$ cat src/rtl/memerr_pkg.sv
package memerr_pkg;
    localparam int WORD_W  = 32;
    localparam int STAT_W  = 8;
    localparam int RIDX_W  = 4;
    localparam int NCLS    = 3;

    // class numbering; class c owns status bits 2c (single) and 2c+1 (repeat)
    localparam int CLS_OOR = 0;
    localparam int CLS_CE  = 1;
    localparam int CLS_UE  = 2;

    localparam int ST_INIT = 6;
    localparam int ST_ECC  = 7;

    localparam logic [RIDX_W-1:0] RI_STATUS = 4'd0;
    localparam logic [RIDX_W-1:0] RI_MASK   = 4'd1;
    localparam logic [RIDX_W-1:0] RI_OOR_AL = 4'd2;
    localparam logic [RIDX_W-1:0] RI_OOR_AH = 4'd3;
    localparam logic [RIDX_W-1:0] RI_CE_AL  = 4'd4;
    localparam logic [RIDX_W-1:0] RI_CE_AH  = 4'd5;
    localparam logic [RIDX_W-1:0] RI_CE_DL  = 4'd6;
    localparam logic [RIDX_W-1:0] RI_CE_DH  = 4'd7;
    localparam logic [RIDX_W-1:0] RI_UE_AL  = 4'd8;
    localparam logic [RIDX_W-1:0] RI_UE_AH  = 4'd9;
    localparam logic [RIDX_W-1:0] RI_UE_DL  = 4'd10;
    localparam logic [RIDX_W-1:0] RI_UE_DH  = 4'd11;
    localparam logic [RIDX_W-1:0] RI_SYN    = 4'd12;

    typedef struct packed {
        logic single;
        logic multi;
    } cls_flags_t;
endpackage

$ cat src/rtl/memerr_cls_trk.sv
module memerr_cls_trk
    import memerr_pkg::*;
(
    input  logic clk,
    input  logic rst_n,
    input  logic evt_i,
    input  logic ack_single_i,
    input  logic ack_multi_i,
    output logic single_o,
    output logic multi_o,
    output logic capture_o
);
    cls_flags_t st_d, st_q;
    logic       free;

    always_comb begin
        // the slot is free if empty or being acknowledged this cycle
        free         = !st_q.single || ack_single_i;
        st_d.single  = (st_q.single & ~ack_single_i) | evt_i;
        st_d.multi   = (st_q.multi & ~ack_multi_i) | (evt_i & ~free);
        capture_o    = evt_i & free;
    end

    always_ff @(posedge clk) begin
        if (!rst_n) st_q <= '0;
        else        st_q <= st_d;
    end

    assign single_o = st_q.single;
    assign multi_o  = st_q.multi;
endmodule

$ cat src/rtl/memerr_capture.sv
module memerr_capture #(
    parameter int W = 33
) (
    input  logic         clk,
    input  logic         rst_n,
    input  logic         en_i,
    input  logic [W-1:0] d_i,
    output logic [W-1:0] q_o
);
    logic [W-1:0] cap_d, cap_q;

    always_comb begin
        cap_d = en_i ? d_i : cap_q;
    end

    always_ff @(posedge clk) begin
        if (!rst_n) cap_q <= '0;
        else        cap_q <= cap_d;
    end

    assign q_o = cap_q;
endmodule

$ cat src/rtl/memerr_status_regs.sv
module memerr_status_regs
    import memerr_pkg::*;
#(
    parameter int              ADDR_W   = 33,
    parameter int              DATA_W   = 64,
    parameter int              SYN_W    = 8,
    parameter logic [STAT_W-1:0] MASK_RST = 8'hFF
) (
    input  logic              clk,
    input  logic              rst_n,
    input  logic              oor_evt_i,
    input  logic [ADDR_W-1:0] oor_addr_i,
    input  logic              ce_evt_i,
    input  logic [ADDR_W-1:0] ce_addr_i,
    input  logic [DATA_W-1:0] ce_data_i,
    input  logic [SYN_W-1:0]  ce_syn_i,
    input  logic              ue_evt_i,
    input  logic [ADDR_W-1:0] ue_addr_i,
    input  logic [DATA_W-1:0] ue_data_i,
    input  logic [SYN_W-1:0]  ue_syn_i,
    input  logic              init_evt_i,
    input  logic              reg_wr_i,
    input  logic [RIDX_W-1:0] reg_idx_i,
    input  logic [WORD_W-1:0] reg_wdata_i,
    output logic [WORD_W-1:0] reg_rdata_o,
    output logic [STAT_W-1:0] status_o,
    output logic              irq_o
);
    localparam int AHI_W = ADDR_W - WORD_W;
    localparam int DHI_W = DATA_W - WORD_W;
    localparam int ECAP_W = ADDR_W + DATA_W + SYN_W;

    typedef struct packed {
        logic              init;
        logic              ecc;
        logic [STAT_W-1:0] mask;
    } ctl_t;

    ctl_t ctl_d, ctl_q;

    logic [NCLS-1:0]   evt;
    logic [NCLS-1:0]   cls_single;
    logic [NCLS-1:0]   cls_multi;
    logic [NCLS-1:0]   cls_cap;
    logic [STAT_W-1:0] ack;
    logic              mask_wr;

    logic [ADDR_W-1:0] evt_addr [NCLS];
    logic [DATA_W-1:0] evt_data [NCLS];
    logic [SYN_W-1:0]  evt_syn  [NCLS];
    logic [ADDR_W-1:0] cap_addr [NCLS];
    logic [DATA_W-1:0] cap_data [NCLS];
    logic [SYN_W-1:0]  cap_syn  [NCLS];

    assign evt[CLS_OOR] = oor_evt_i;
    assign evt[CLS_CE]  = ce_evt_i;
    assign evt[CLS_UE]  = ue_evt_i;

    assign evt_addr[CLS_OOR] = oor_addr_i;
    assign evt_addr[CLS_CE]  = ce_addr_i;
    assign evt_addr[CLS_UE]  = ue_addr_i;
    assign evt_data[CLS_OOR] = '0;
    assign evt_data[CLS_CE]  = ce_data_i;
    assign evt_data[CLS_UE]  = ue_data_i;
    assign evt_syn[CLS_OOR]  = '0;
    assign evt_syn[CLS_CE]   = ce_syn_i;
    assign evt_syn[CLS_UE]   = ue_syn_i;

    assign ack     = (reg_wr_i && reg_idx_i == RI_STATUS) ? reg_wdata_i[STAT_W-1:0] : '0;
    assign mask_wr = reg_wr_i && reg_idx_i == RI_MASK;

    for (genvar c = 0; c < NCLS; c++) begin : g_cls
        memerr_cls_trk u_trk (
            .clk          (clk),
            .rst_n        (rst_n),
            .evt_i        (evt[c]),
            .ack_single_i (ack[2*c]),
            .ack_multi_i  (ack[2*c+1]),
            .single_o     (cls_single[c]),
            .multi_o      (cls_multi[c]),
            .capture_o    (cls_cap[c])
        );

        if (c == CLS_OOR) begin : g_addr_only
            memerr_capture #(.W(ADDR_W)) u_cap (
                .clk   (clk),
                .rst_n (rst_n),
                .en_i  (cls_cap[c]),
                .d_i   (evt_addr[c]),
                .q_o   (cap_addr[c])
            );
            assign cap_data[c] = '0;
            assign cap_syn[c]  = '0;
        end else begin : g_full
            logic [ECAP_W-1:0] cap_word;
            memerr_capture #(.W(ECAP_W)) u_cap (
                .clk   (clk),
                .rst_n (rst_n),
                .en_i  (cls_cap[c]),
                .d_i   ({evt_addr[c], evt_data[c], evt_syn[c]}),
                .q_o   (cap_word)
            );
            assign {cap_addr[c], cap_data[c], cap_syn[c]} = cap_word;
        end
    end

    always_comb begin
        ctl_d      = ctl_q;
        ctl_d.init = (ctl_q.init & ~ack[ST_INIT]) | init_evt_i;
        ctl_d.ecc  = (ctl_q.ecc & ~ack[ST_ECC]) | evt[CLS_CE] | evt[CLS_UE];
        if (mask_wr) ctl_d.mask = reg_wdata_i[STAT_W-1:0];
    end

    always_ff @(posedge clk) begin
        if (!rst_n) begin
            ctl_q.init <= 1'b0;
            ctl_q.ecc  <= 1'b0;
            ctl_q.mask <= MASK_RST;
        end else begin
            ctl_q <= ctl_d;
        end
    end

    always_comb begin
        status_o = '0;
        for (int c = 0; c < NCLS; c++) begin
            status_o[2*c]   = cls_single[c];
            status_o[2*c+1] = cls_multi[c];
        end
        status_o[ST_INIT] = ctl_q.init;
        status_o[ST_ECC]  = ctl_q.ecc;
    end

    assign irq_o = |(status_o & ~ctl_q.mask);

    always_comb begin
        reg_rdata_o = '0;
        unique case (reg_idx_i)
            RI_STATUS: reg_rdata_o[STAT_W-1:0] = status_o;
            RI_MASK:   reg_rdata_o[STAT_W-1:0] = ctl_q.mask;
            RI_OOR_AL: reg_rdata_o = cap_addr[CLS_OOR][WORD_W-1:0];
            RI_OOR_AH: reg_rdata_o[AHI_W-1:0] = cap_addr[CLS_OOR][ADDR_W-1:WORD_W];
            RI_CE_AL:  reg_rdata_o = cap_addr[CLS_CE][WORD_W-1:0];
            RI_CE_AH:  reg_rdata_o[AHI_W-1:0] = cap_addr[CLS_CE][ADDR_W-1:WORD_W];
            RI_CE_DL:  reg_rdata_o = cap_data[CLS_CE][WORD_W-1:0];
            RI_CE_DH:  reg_rdata_o[DHI_W-1:0] = cap_data[CLS_CE][DATA_W-1:WORD_W];
            RI_UE_AL:  reg_rdata_o = cap_addr[CLS_UE][WORD_W-1:0];
            RI_UE_AH:  reg_rdata_o[AHI_W-1:0] = cap_addr[CLS_UE][ADDR_W-1:WORD_W];
            RI_UE_DL:  reg_rdata_o = cap_data[CLS_UE][WORD_W-1:0];
            RI_UE_DH:  reg_rdata_o[DHI_W-1:0] = cap_data[CLS_UE][DATA_W-1:WORD_W];
            RI_SYN: begin
                reg_rdata_o[16 +: SYN_W] = cap_syn[CLS_CE];
                reg_rdata_o[8  +: SYN_W] = cap_syn[CLS_UE];
            end
            default:   reg_rdata_o = '0;
        endcase
    end
endmodule

$ cat config.mk
export PLATFORM = sky130hd
export DESIGN_NAME = memerr_status_regs
export DESIGN_NICKNAME = d
export VERILOG_FILES = /design/src/rtl/memerr_pkg.sv /design/src/rtl/memerr_cls_trk.sv /design/src/rtl/memerr_capture.sv /design/src/rtl/memerr_status_regs.sv
export SDC_FILE = /design/constraint.sdc
export NUM_CORES = 1
export LEC_CHECK = 0
export BUFFER_PORTS_ARGS = -buffer_cell sky130_fd_sc_hd__buf_2
export CAP_MARGIN = 30
export CORE_AREA = 10 10 146 202
export DETAILED_ROUTE_END_ITERATION = 6
export DIE_AREA = 0 0 156 212
export PLACE_DENSITY = 0.78
export SKIP_LAST_GASP = 1
export SLEW_MARGIN = 5
export SYNTH_ARGS = -nofsm -noshare
export SYNTH_HDL_FRONTEND = slang
export SYNTH_SLANG_ARGS = --single-unit
$ cat constraint.sdc
create_clock -name clk -period 3.2 [get_ports clk]
set_input_delay 0.8 -clock clk [delete_from_list [all_inputs] [get_ports clk]]
set_output_delay 0.8 -clock clk [all_outputs]
set_load 0.01 [all_outputs]
# After elaboration in Yosys (flattened, before gate mapping)
# Cells that the tools add are included.
[word_totals]
output_inout_bits = 41
word_cells = 75
in_bits = 286
register_bits = 259
[op_classes]
reduce_logical = 10
mux = 5
n_bitwise = 36
eq_ne = 12
[op_table]
columns = ["operator", "count"]
rows = [
  ["one-hot mux 16 bit (8 select lines)", 1],
  ["one-hot mux 7 bit (9 select lines)", 1],
  ["one-hot mux 8 bit (7 select lines)", 1],
  ["equality test 4 bit, second input constant", 5],
  ["equality test 4 x 3 -> 1 bit, second input constant", 4],
  ["AND 1 bit", 14],
  ["one-hot mux 1 bit (12 select lines)", 1],
  ["NOT 1 bit", 11],
  ["OR 1 bit", 9],
  ["AND 8 bit", 1],
  ["equality test 4 x 2 -> 1 bit, second input constant", 2],
  ["2-to-1 mux 8 bit", 1],
  ["NOT 8 bit", 1],
  ["OR reduction 8 bit", 1],
  ["equality test 4 x 1 -> 1 bit, second input constant", 1],
  ["logical NOT 4 bit", 1],
  ["logical NOT 1 bit", 3],
  ["logical OR 1 bit", 3],
  ["logical AND 1 bit", 2],
]

# Longest topological paths before layout
# Gate-level depths: netlist (run 1).
[depth]
word_depth = 7
depth_mapped = 9

# Cells and area by module
# A second synthesis (run 1) with hierarchy kept.
[unflattened]
hier_cells = 1187
hier_area_um2 = 12381.9
[by_module_without_submodules]
columns = ["mod", "area_per_inst_um2", "n_inst", "cells_per_inst"]
rows = [
  ["memerr_capture at g_cls[1].g_full.u_cap ...", 4012.6, 2, 338],
  ["memerr_status_regs", 2783.9, 1, 378],
  ["memerr_capture at g_cls[0].g_addr_only.u_cap", 1280.0, 1, 106],
  ["memerr_cls_trk", 97.6, 3, 9],
]

# Least setup slack after synthesis (run 1)
# No wires, ideal clock.
[synth_path]
kind = "input-to-output"
startpoint = "input reg_idx_i[0]"
endpoint = "output reg_rdata_o[20]"
path_stages = 6
arrival_ps = 2026
path_buffers = 3
path_slack_ps = 374
cell_sequence = "buf_4 nor4b_1 buf_2 buf_2 a222oi_1 nand3_1"
[synth_between]
elab_chain_cells = 2
word_cells_on_any_way = 9
cone_classes = "eq/ne: 8; mux: 1"
[synth_rtl]
columns = ["element", "line", "rtl"]
rows = [
  ["from (decl)", "memerr_status_regs.sv:23", "input logic [RIDX_W-1:0] reg_idx_i,"],
  ["equality test 4 bit, or another cell as far along", "memerr_status_regs.sv:138", "unique case (reg_idx_i)"],
  ["one-hot mux 16 bit (8 select lines) *", "memerr_status_regs.sv:138", ""],
  ["to (decl)", "memerr_status_regs.sv:25", "output logic [WORD_W-1:0] reg_rdata_o,"],
]
# Mark *: on every way between the ends. The rest lies on a longest branch, timed or not.

# Final worst setup path (run 1)
[layout_path]
startpoint = "input reg_idx_i[3]"
endpoint = "output reg_rdata_o[11]"
# The elaborated chain is that of the path after synthesis.

==> reports/metrics.yaml, run 1 <==
layout:
  final_design_area_no_fill_sq_um: 14170
  finalNetCount: 1921
  syn_to_final_growth_pct: 24.33
  most-common-layout-cells: "519 x sky130_fd_sc_hd__nand2_1, 300 x sky130_fd_sc_hd__buf_2, 259 x sky130_fd_sc_hd__dfxtp_1"
  share_of_layout_cells_above_drive_strength_1_pct: 24.79
  mostFrequentLayoutCell: "sky130_fd_sc_hd__nand2_1"
  num-fill-cells: 2403
grt:
  grt_max_degree: 78
  first_pass_grt_wire_length_microns: 61330
  grt_remaining_overflow: 0
  grt_antenna_before_repair: 13
  vias_in_the_first_global_route: 11125
  grt_usage_pct: 23.18
power_and_ir_drop:
  total_leakage_power_nw: 5.927
  clock_power_share_pct: 42.2
  sequential_power_share_pct: 46.0
  netSwitchingPower_mw: 1.895
  power.total_mw: 7.653
  internal_power_mw: 5.759
  p_per_area_nw_per_um2: 539.9
  pwr-share-comb_pct: 11.9
  power.switching_fraction_pct: 24.76
  ir_worst_vdd_uv: 360.0
run:
  max_cap_violation_count: 0
worst_setup_path:
  worst_path_most_repeated_cell: "sky130_fd_sc_hd__buf_2"
  worst_r2r_endpoint: "g_cls[0].g_addr_only.u_cap.q_o[24]$_SDFFE_PN0P_"
  crit_required_ps: 2400
  timing.reg2reg.worst_path_depth: 5
  crit_path_start_kind: "primary input"
  worst-setup-path-type: "in -> out"
  setup.worst_path.start: "reg_idx_i[3]"
  critical_path.endpoint: "reg_rdata_o[11]"
  worst-path-buf-inv: 3
  setup.worst_path.end_class: "output pin"
  worstPathCellList: "buf_2 > nor2b_4 > buf_4 > a22o_1 > a222oi_1 > nand3_1 > buf_2"
  critPathMaxFanout: 13
  rr_startpoint: "g_cls[0].u_trk.single_o$_SDFF_PN0_"
  cpMaxStageDelayCell: "sky130_fd_sc_hd__a222oi_1"
  critical_path.top_delay_family: "compound AO/OA/AOI/OAI gates"
  cell_count_along_the_critical_path: 7
  largest_stage_delay_worst_path_ps: 440
  cp.arrival_ps: 2360
  setup.reg_to_reg.worst_slack_ps: 1450
logic_synthesis:
  ys_dominant_reg_cell: "sky130_fd_sc_hd__dfxtp_1"
  seq_total_area_yosys_pct: 45.48
  synthesis.instances: 1384
  postSynth.asyncResetShare_pct: 0
  ys.warnings.count: 0
  synthesis_stage_register_bit_count: 259
  syn-cell-area_sq_um: 11400
  syn-mean-instance-area_sq_um: 8.238
  synth_enable_flop_cells: 0
  yosysUniqueCellTypes: 48
  syn_nets: 1670
floorplanning:
  io_pins: 327
  coreArea_sq_um: 25840
  placementRows: 70
  die-height_microns: 212
  initial_utilization_pct: 44.13
  fp.dieArea_sq_um: 33070
  die_width_microns: 156
clock_network:
  ctsRootBufferMaster: "sky130_fd_sc_hd__clkbuf_16"
  cts_buffer_depth: 3
  clock_tree_from_tritoncts: "built"
  worstSkewPairLatency_ps: 530
  clock_tree.htree_level_count: 1
  cts_hold_buf: 0
  cts.reportedPaths.clkPinSlew_ps: 60
  number_of_buffers_created_by_cts: 26
  post_cts_buffers: 0
  tritoncts_sinks: 259
place:
  post_dp_cell_area_sq_um: 13240
  finalWeightedCongestion: 0.9028
  port-buffer-count: 302
  post-dp-hpwl_microns: 28410
sta:
  clock_skew_ps: 19.43
  final_hold_viol_count: 0
  final.period_utilization_pct: 98.69
  post-route-min-period_ps: 3158
  timing.fmax_mhz: 316.6
  setup_viol: 0
  maxSlewHeadroom_pct: 53.39
  totalNegativeSetupSlack_ps: 0
  worst_tran_pin_value_ps: 697.6
  timing.final.max_slew_violations: 0
  grt_setup_unrepaired: "yes"
route:
  routed_wire_length_per_instance_microns: 20.19
  detailedRoute.firstPassIterationCount: 7
  routed_wl_microns: 40110
  detailroute.via_count: 10988
  number_of_design_rule_violations_left_after_detail_routing: 4
  vias_per_cell: 5.533
  dr.first_iter.drc_count: 894
  final_antenna_net_count: 0
outcome:
  outcome: "finished, violations left"
  failed_checks: "DRC"
min_path:
  min_path_type: "reg -> reg"
  hp-start: "g_cls[1].g_full.u_cap.q_o[4]$_SDFFE_PN0P_"
## Yosys cell counts, types with 2 or more instances
master / count / share of area, %
sky130_fd_sc_hd__nand2_1: 519 / 17
sky130_fd_sc_hd__dfxtp_1: 259 / 45
sky130_fd_sc_hd__a21boi_0: 187 / 12
sky130_fd_sc_hd__a22oi_1: 65 / 4.3
sky130_fd_sc_hd__a21boi_1: 56 / 3.7
sky130_fd_sc_hd__clkbuf_1: 50 / 1.6
sky130_fd_sc_hd__buf_2: 43 / 1.9
sky130_fd_sc_hd__nand3_1: 39 / 1.7
sky130_fd_sc_hd__a222oi_1: 26 / 2.3
sky130_fd_sc_hd__buf_4: 23 / 1.5
sky130_fd_sc_hd__a22o_1: 12 / 0.92
sky130_fd_sc_hd__nor2b_1: 11 / 0.60
sky130_fd_sc_hd__and3_1: 10 / 0.55
sky130_fd_sc_hd__inv_1: 9 / 0.30
sky130_fd_sc_hd__buf_6: 7 / 0.69
sky130_fd_sc_hd__a21oi_1: 6 / 0.26
sky130_fd_sc_hd__mux2_2: 5 / 0.49
sky130_fd_sc_hd__a221oi_1: 4 / 0.31
sky130_fd_sc_hd__a32o_1: 4 / 0.35
sky130_fd_sc_hd__mux2i_1: 4 / 0.35
sky130_fd_sc_hd__nand4_1: 4 / 0.22
sky130_fd_sc_hd__o22ai_1: 4 / 0.22
sky130_fd_sc_hd__a21o_1: 3 / 0.20
sky130_fd_sc_hd__nor2_1: 3 / 0.099
sky130_fd_sc_hd__nor3_1: 3 / 0.13
sky130_fd_sc_hd__a21oi_2: 2 / 0.15
sky130_fd_sc_hd__a32oi_1: 2 / 0.15
sky130_fd_sc_hd__and4b_1: 2 / 0.18
sky130_fd_sc_hd__nor3b_1: 2 / 0.13
sky130_fd_sc_hd__nor4b_1: 2 / 0.15
## sequential cells by signal, summed over array words and instances (netlist names)
name,cells
g_cls.g_full.u_cap.q_o,210
g_cls.g_addr_only.u_cap.q_o,33
ctl_q,8
g_cls.u_trk.multi_o,3
g_cls.u_trk.single_o,3
status_o,2
## what timing repair did
action                     CTS  global route
pin swaps                    1             2
setup endpoints to repair    9             6
resized for setup            1             3
## cell type report
cell class | instances | area [sq um] | area share, %
Antenna cell | 12 | 30.03 | 0.2118
Timing Repair Buffer | 347 | 2044 | 14.42
Clock inverter | 8 | 140.1 | 0.9886
Inverter | 9 | 33.78 | 0.2383
Tap cell | 324 | 405.4 | 2.860
Multi-Input combinational cell | 992 | 5580 | 39.37
Clock buffer | 35 | 755.7 | 5.331
Sequential cell | 259 | 5185 | 36.58
## power groups by stage
stage	combinational, mW	clock (mW)	sequential, mW
after global routing	1.00	3.40	3.54
after detailed placement	0.904	0	3.59
final	0.909	3.23	3.52
after global placement	0.877	0	3.58
after CTS	0.909	3.26	3.52
after floorplan	0.524	0	3.55
## through the flow
step	instances	setup WS [ps]	hold slack [ps]	util, %
finish	1986	41.85	449.9	54.86
CTS	1974	13.36	454.7	54.71
detailed placement	1931	-33.21	446.2	51.23
floorplan	1384	373.7	431.6	-
global placement	1928	-184.3	441.3	51.05
global route	1985	-13.34	474.5	54.85
## worst min-delay path by stage
stage                                            endpoint  cells after the start  slack, ps
2_1_floorplan   g_cls[1].g_full.u_cap.q_o[1]$_SDFFE_PN0P_                      2        430
3_3_place_gp   g_cls[1].g_full.u_cap.q_o[35]$_SDFFE_PN0P_                      2        440
3_5_place_dp    g_cls[1].g_full.u_cap.q_o[4]$_SDFFE_PN0P_                      2        450
4_1_cts         g_cls[1].g_full.u_cap.q_o[4]$_SDFFE_PN0P_                      2        450
5_1_grt        g_cls[2].g_full.u_cap.q_o[67]$_SDFFE_PN0P_                      2        470
6_report        g_cls[1].g_full.u_cap.q_o[4]$_SDFFE_PN0P_                      2        450
## tightest hold or removal path, cell delays in order (launching register included)
cell,delay [ps]
sky130_fd_sc_hd__dfxtp_1,300
sky130_fd_sc_hd__nand2_1,50
sky130_fd_sc_hd__a21boi_1,50
## routing by layer
layer	track usage, %	part of all wire [%]	up-vias
met5	0	0	-
met4	11.13	3.6	0
met3	4.065	7.5	88
met2	39.77	50	504
met1	27.40	39	5160
li1	-	-	5236
## logic make-up after synthesis
logic type,share of synthesized area [%]
compound gates,25.59
buf+inv,6.168
flops,45.48
mux,0.8450
simple gates,21.92
Note: power is estimated with default switching activity, not from simulation.
==> run 2, diff against run 1 <==
RECOVER_POWER = 50   (was default)
==> reports/metrics.yaml, run 2 (synthesized netlist as in run 1, its figures left out) <==
min_path:
  hold_path_depth: 2
  hp-start: "g_cls[1].g_full.u_cap.q_o[4]$_SDFFE_PN0P_"
  min_path_type: "reg -> reg"
grt:
  grt_remaining_overflow: 0
  grt.met2_usage_pct: 39.77
  global_route.peak_usage_layer: "met2"
  grt_max_degree: 78
  global_route.usage.met3_pct: 4.065
  grt_usage_pct: 23.18
  use_met1_pct: 27.40
  first_pass_grt_wire_length_microns: 61330
  grt_antenna_before_repair: 13
  vias_in_the_first_global_route: 11125
clock_network:
  cts_buffer_depth: 3
  clock_tree.htree_level_count: 1
  cts_hold_buf: 0
  number_of_buffers_created_by_cts: 26
  cts.reportedPaths.clkPinSlew_ps: 60
  ctsRootBufferMaster: "sky130_fd_sc_hd__clkbuf_16"
  post_cts_buffers: 0
  worstSkewPairLatency_ps: 540
  tritoncts_sinks: 259
  clock_tree_from_tritoncts: "built"
worst_setup_path:
  setup.worst_path.end_class: "output pin"
  rr_startpoint: "g_cls[1].u_trk.single_o$_SDFF_PN0_"
  critPathMaxFanout: 13
  timing.reg2reg.worst_path_depth: 5
  crit_path_start_kind: "primary input"
  crit_required_ps: 2400
  setup.worst_path.start: "reg_idx_i[3]"
  cp.arrival_ps: 2350
  worst-setup-path-type: "in -> out"
floorplanning:
  initial_utilization_pct: 44.13
  placementRows: 70
  coreArea_sq_um: 25840
  die_width_microns: 156
  die-height_microns: 212
  io_pins: 327
  fp.dieArea_sq_um: 33070
route:
  vias_per_cell: 5.554
  detailedRoute.firstPassIterationCount: 7
  routed_wl_microns: 40210
  number_of_design_rule_violations_left_after_detail_routing: 1
  routed_wire_length_per_instance_microns: 20.23
  detailroute.via_count: 11036
  dr.first_iter.drc_count: 967
  final_antenna_net_count: 0
sta:
  final_hold_viol_count: 0
  setup_ws_ps: 51.73
  grt_setup_unrepaired: "yes"
  totalNegativeSetupSlack_ps: 0
  post-route-min-period_ps: 3148
  clock_skew_ps: 21.60
  worst_tran_pin_value_ps: 1295
  timing.fmax_mhz: 317.6
  final.period_utilization_pct: 98.38
  setup_viol: 0
  maxSlewHeadroom_pct: 13.69
  timing.final.max_slew_violations: 0
layout:
  finalNetCount: 1921
  syn_to_final_growth_pct: 23.67
  share_of_layout_cells_above_drive_strength_1_pct: 24.12
  mostFrequentLayoutCell: "sky130_fd_sc_hd__nand2_1"
  most-common-layout-cells: "519 x sky130_fd_sc_hd__nand2_1, 293 x sky130_fd_sc_hd__buf_2, 259 x sky130_fd_sc_hd__dfxtp_1"
  largest_register_ff_count: 210
  final_design_area_no_fill_sq_um: 14100
  final_core_utilization_pct: 54.57
outcome:
  failed_checks: "DRC"
  outcome: "finished, violations left"
place:
  finalWeightedCongestion: 0.9028
  post_dp_cell_area_sq_um: 13240
  post-dp-hpwl_microns: 28410
  dp_worst_setup_slack_ps: -33.21
  port-buffer-count: 302
power_and_ir_drop:
  ir_worst_vdd_uv: 361.7
  p_per_area_nw_per_um2: 541.6
  total_leakage_power_nw: 5.861
run:
  max_cap_violation_count: 0
[run 2: changes by cell type in the layout (fill, tap and decap cells not counted), moves of 2 or more]
cell	delta
sky130_fd_sc_hd__a21boi_0	+45
sky130_fd_sc_hd__a21boi_1	-45
sky130_fd_sc_hd__a21o_4	-2
sky130_fd_sc_hd__buf_12	-2
sky130_fd_sc_hd__buf_2	-7
sky130_fd_sc_hd__clkbuf_1	+8
sky130_fd_sc_hd__clkbuf_2	+2
[run 2: power by group]
part | internal, mW | switching, mW
clock | 1.96 | 1.27
sequential | 3.41 | 0.106
combinational | 0.374 | 0.518
[run 2: path summary, 6_finish.rpt]
path / to / slack (ps)
hold / removal: g_cls[1].g_full.u_cap.q_o[4]$_SDFFE_PN0P_ / 450
setup / recovery: reg_rdata_o[11] / 50
setup reg to reg: g_cls[1].g_full.u_cap.q_o[3]$_SDFFE_PN0P_ / 970
hold reg to reg: g_cls[1].g_full.u_cap.q_o[4]$_SDFFE_PN0P_ / 450
[run 2: per-layer routing]
metal	vias to the layer above	part of all wire (%)
li1	5235	-
met1	5194	39
met2	522	50
met3	85	7.4
met4	0	3.7
met5	-	0
[run 2: critical path: stages]
cell and delay [ps]:
sky130_fd_sc_hd__buf_2 190, sky130_fd_sc_hd__nor2b_4 190, sky130_fd_sc_hd__buf_4 180, sky130_fd_sc_hd__a22o_1 230, sky130_fd_sc_hd__a222oi_1 430, sky130_fd_sc_hd__nand3_1 140, sky130_fd_sc_hd__buf_2 180
[run 2: area by class of cell]
cell class	instances	area, sq um
Timing Repair Buffer	347	2002
Inverter	9	33.78
Fill cell	2415	11740
Antenna cell	13	32.53
Clock inverter	8	140.1
Sequential cell	259	5185
Clock buffer	35	755.7
Tap cell	324	405.4
Multi-Input combinational cell	992	5545
[run 2: repair_timing]
item,CTS,global route
hold endpoints to repair,0,0
gates resized for setup,1,3
pin swaps,1,2
endpoints found under the setup margin,9,6
[run 2: through the flow]
step                      hold WS, ps  cells  total power, mW
after floorplan                 431.6   1384            4.078
final                           450.4   1987            7.637
after global routing            474.4   1985            7.917
after global placement          441.3   1928            4.458
after CTS                       454.7   1974            7.684
after detailed placement        446.2   1931            4.491
==> run 3, diff against run 2 <==
PLACE_DENSITY = default   (was 0.78)
PLACE_DENSITY_LB_ADDON = 0.15   (was default)
==> reports/metrics.yaml, run 3 (synthesized netlist as in run 1, its figures left out) <==
worst_setup_path:
  setup.worst_path.end_class: "output pin"
  critical_path.top_delay_family: "buffers and inverters"
  largest_stage_delay_worst_path_ps: 330
  setup.reg_to_reg.worst_slack_ps: 940
  worst-setup-path-type: "in -> out"
  crit_path_start_kind: "primary input"
  cp.arrival_ps: 2360
  cpMaxStageDelayCell: "sky130_fd_sc_hd__mux2_2"
  worstPathCellList: "clkbuf_4 > clkbuf_1 > buf_4 > mux2_2 > a211oi_1 > o21ai_0 > buf_2"
  critPathMaxFanout: 12
  crit_required_ps: 2400
  worst-path-buf-inv: 4
sta:
  setup_ws_ps: 38.22
  totalNegativeSetupSlack_ps: 0
  worst_tran_pin_value_ps: 1038
  grt_setup_unrepaired: "no"
  maxSlewHeadroom_pct: 30.81
  final.period_utilization_pct: 98.81
  timing.fmax_mhz: 316.3
  final_hold_viol_count: 0
  clock_skew_ps: 5.454
  timing.final.max_slew_violations: 0
  setup_viol: 0
  post-route-min-period_ps: 3162
layout:
  final_core_utilization_pct: 54.41
  finalNetCount: 1925
  final_design_area_no_fill_sq_um: 14060
  most-common-layout-cells: "519 x sky130_fd_sc_hd__nand2_1, 292 x sky130_fd_sc_hd__buf_2, 259 x sky130_fd_sc_hd__dfxtp_1"
  syn_to_final_growth_pct: 23.31
  share_of_layout_cells_above_drive_strength_1_pct: 24.20
  mostFrequentLayoutCell: "sky130_fd_sc_hd__nand2_1"
  largest_register_ff_count: 210
place:
  post-dp-hpwl_microns: 28830
  finalWeightedCongestion: 0.9082
  post_dp_cell_area_sq_um: 13250
  port-buffer-count: 302
  dp_worst_setup_slack_ps: -33.66
grt:
  grt_remaining_overflow: 0
  first_pass_grt_wire_length_microns: 60880
  grt_usage_pct: 23.04
  grt_antenna_before_repair: 5
  vias_in_the_first_global_route: 10961
  grt_max_degree: 96
power_and_ir_drop:
  p_per_area_nw_per_um2: 531.5
  internal_power_mw: 5.607
  sequential_power_share_pct: 47.1
  netSwitchingPower_mw: 1.865
  power.switching_fraction_pct: 24.95
  ir_worst_vdd_uv: 359.7
  power.total_mw: 7.472
  total_leakage_power_nw: 5.859
  clock_power_share_pct: 41.0
  pwr-share-comb_pct: 12.0
clock_network:
  cts.reportedPaths.clkPinSlew_ps: 60
  clock_tree_from_tritoncts: "built"
  number_of_buffers_created_by_cts: 26
  cts_hold_buf: 0
  tritoncts_sinks: 259
  worstSkewPairLatency_ps: 520
  clock_tree.htree_level_count: 1
  cts_buffer_depth: 3
  ctsRootBufferMaster: "sky130_fd_sc_hd__clkbuf_16"
route:
  final_antenna_net_count: 0
  number_of_design_rule_violations_left_after_detail_routing: 1
  routed_wl_microns: 39750
  vias_per_cell: 5.414
  dr.first_iter.drc_count: 690
  detailroute.via_count: 10741
  routed_wire_length_per_instance_microns: 20.03
  detailedRoute.firstPassIterationCount: 7
floorplanning:
  die_width_microns: 156
  die-height_microns: 212
  coreArea_sq_um: 25840
  fp.dieArea_sq_um: 33070
  placementRows: 70
  io_pins: 327
  initial_utilization_pct: 44.13
outcome:
  failed_checks: "DRC"
  outcome: "finished, violations left"
min_path:
  min_path_type: "reg -> reg"
run:
  max_cap_violation_count: 0
[run 3: cell types whose count changed in the layout (fill, tap and decap cells not counted), moves of 2 or more]
cell,change
sky130_fd_sc_hd__a21boi_0,-12
sky130_fd_sc_hd__a21boi_1,+12
sky130_fd_sc_hd__diode_2,-10
sky130_fd_sc_hd__clkbuf_1,+6
sky130_fd_sc_hd__buf_4,+5
sky130_fd_sc_hd__bufinv_16,-2
[run 3: what timing repair did]
action,in CTS,in global routing
endpoints found under the setup margin,10,3
gates resized for setup,3,2
pin swaps,0,1
buffers inserted,0,0
[run 3: metal layers]
layer  GRT usage [%]  vias to the layer above  wire, microns
li1                -                     5239              -
met1           27.22                     5069          15820
met2           40.74                      366          20100
met3           4.307                       65           2657
met4           7.898                        2           1155
met5               0                        -             12
[run 3: final cells by class]
class,instances,area [sq um]
multi-input combinational,992,5553
clock buffer,39,770.7
fill,2600,11780
clock inverter,7,85.08
sequential,259,5185
antenna,3,7.507
timing repair buffer,351,2018
tap,324,405.4
inverter,9,33.78
[run 3: power by group through the flow]
stage / logic [mW] / clock network [mW] / registers (mW)
final: 0.894 / 3.06 / 3.52
after global placement: 0.895 / 0 / 3.58
after global routing: 0.989 / 3.25 / 3.54
after detailed placement: 0.915 / 0 / 3.59
after CTS: 0.918 / 3.12 / 3.51
after floorplan: 0.524 / 0 / 3.55
[run 3: metrics by stage]
step           hold WS, ps  std cells
2_1_floorplan        431.6       1384
3_3_place_gp         440.2       1933
3_5_place_dp         445.5       1935
4_1_cts              453.6       1981
5_1_grt              469.3       1984
6_report             450.5       1984
[run 3: path summary, 6_finish.rpt]
kind | endpoint | cells after the start | from
hold / removal | g_cls[1].g_full.u_cap.q_o[33]$_SDFFE_PN0P_ | 2 | g_cls[1].g_full.u_cap.q_o[33]$_SDFFE_PN0P_
setup reg to reg | g_cls[0].g_addr_only.u_cap.q_o[18]$_SDFFE_PN0P_ | 5 | g_cls[0].u_trk.single_o$_SDFF_PN0_
hold reg to reg | g_cls[1].g_full.u_cap.q_o[33]$_SDFFE_PN0P_ | 2 | g_cls[1].g_full.u_cap.q_o[33]$_SDFFE_PN0P_
setup / recovery | reg_rdata_o[0] | 7 | reg_idx_i[0]
[run 3: worst reg2reg max path, stage by stage, from the launching register on]
cell and delay (ps):
sky130_fd_sc_hd__dfxtp_1 470, sky130_fd_sc_hd__nor2b_1 110, sky130_fd_sc_hd__a21oi_2 760, sky130_fd_sc_hd__clkbuf_2 550, sky130_fd_sc_hd__nand2_1 130, sky130_fd_sc_hd__a21boi_0 170
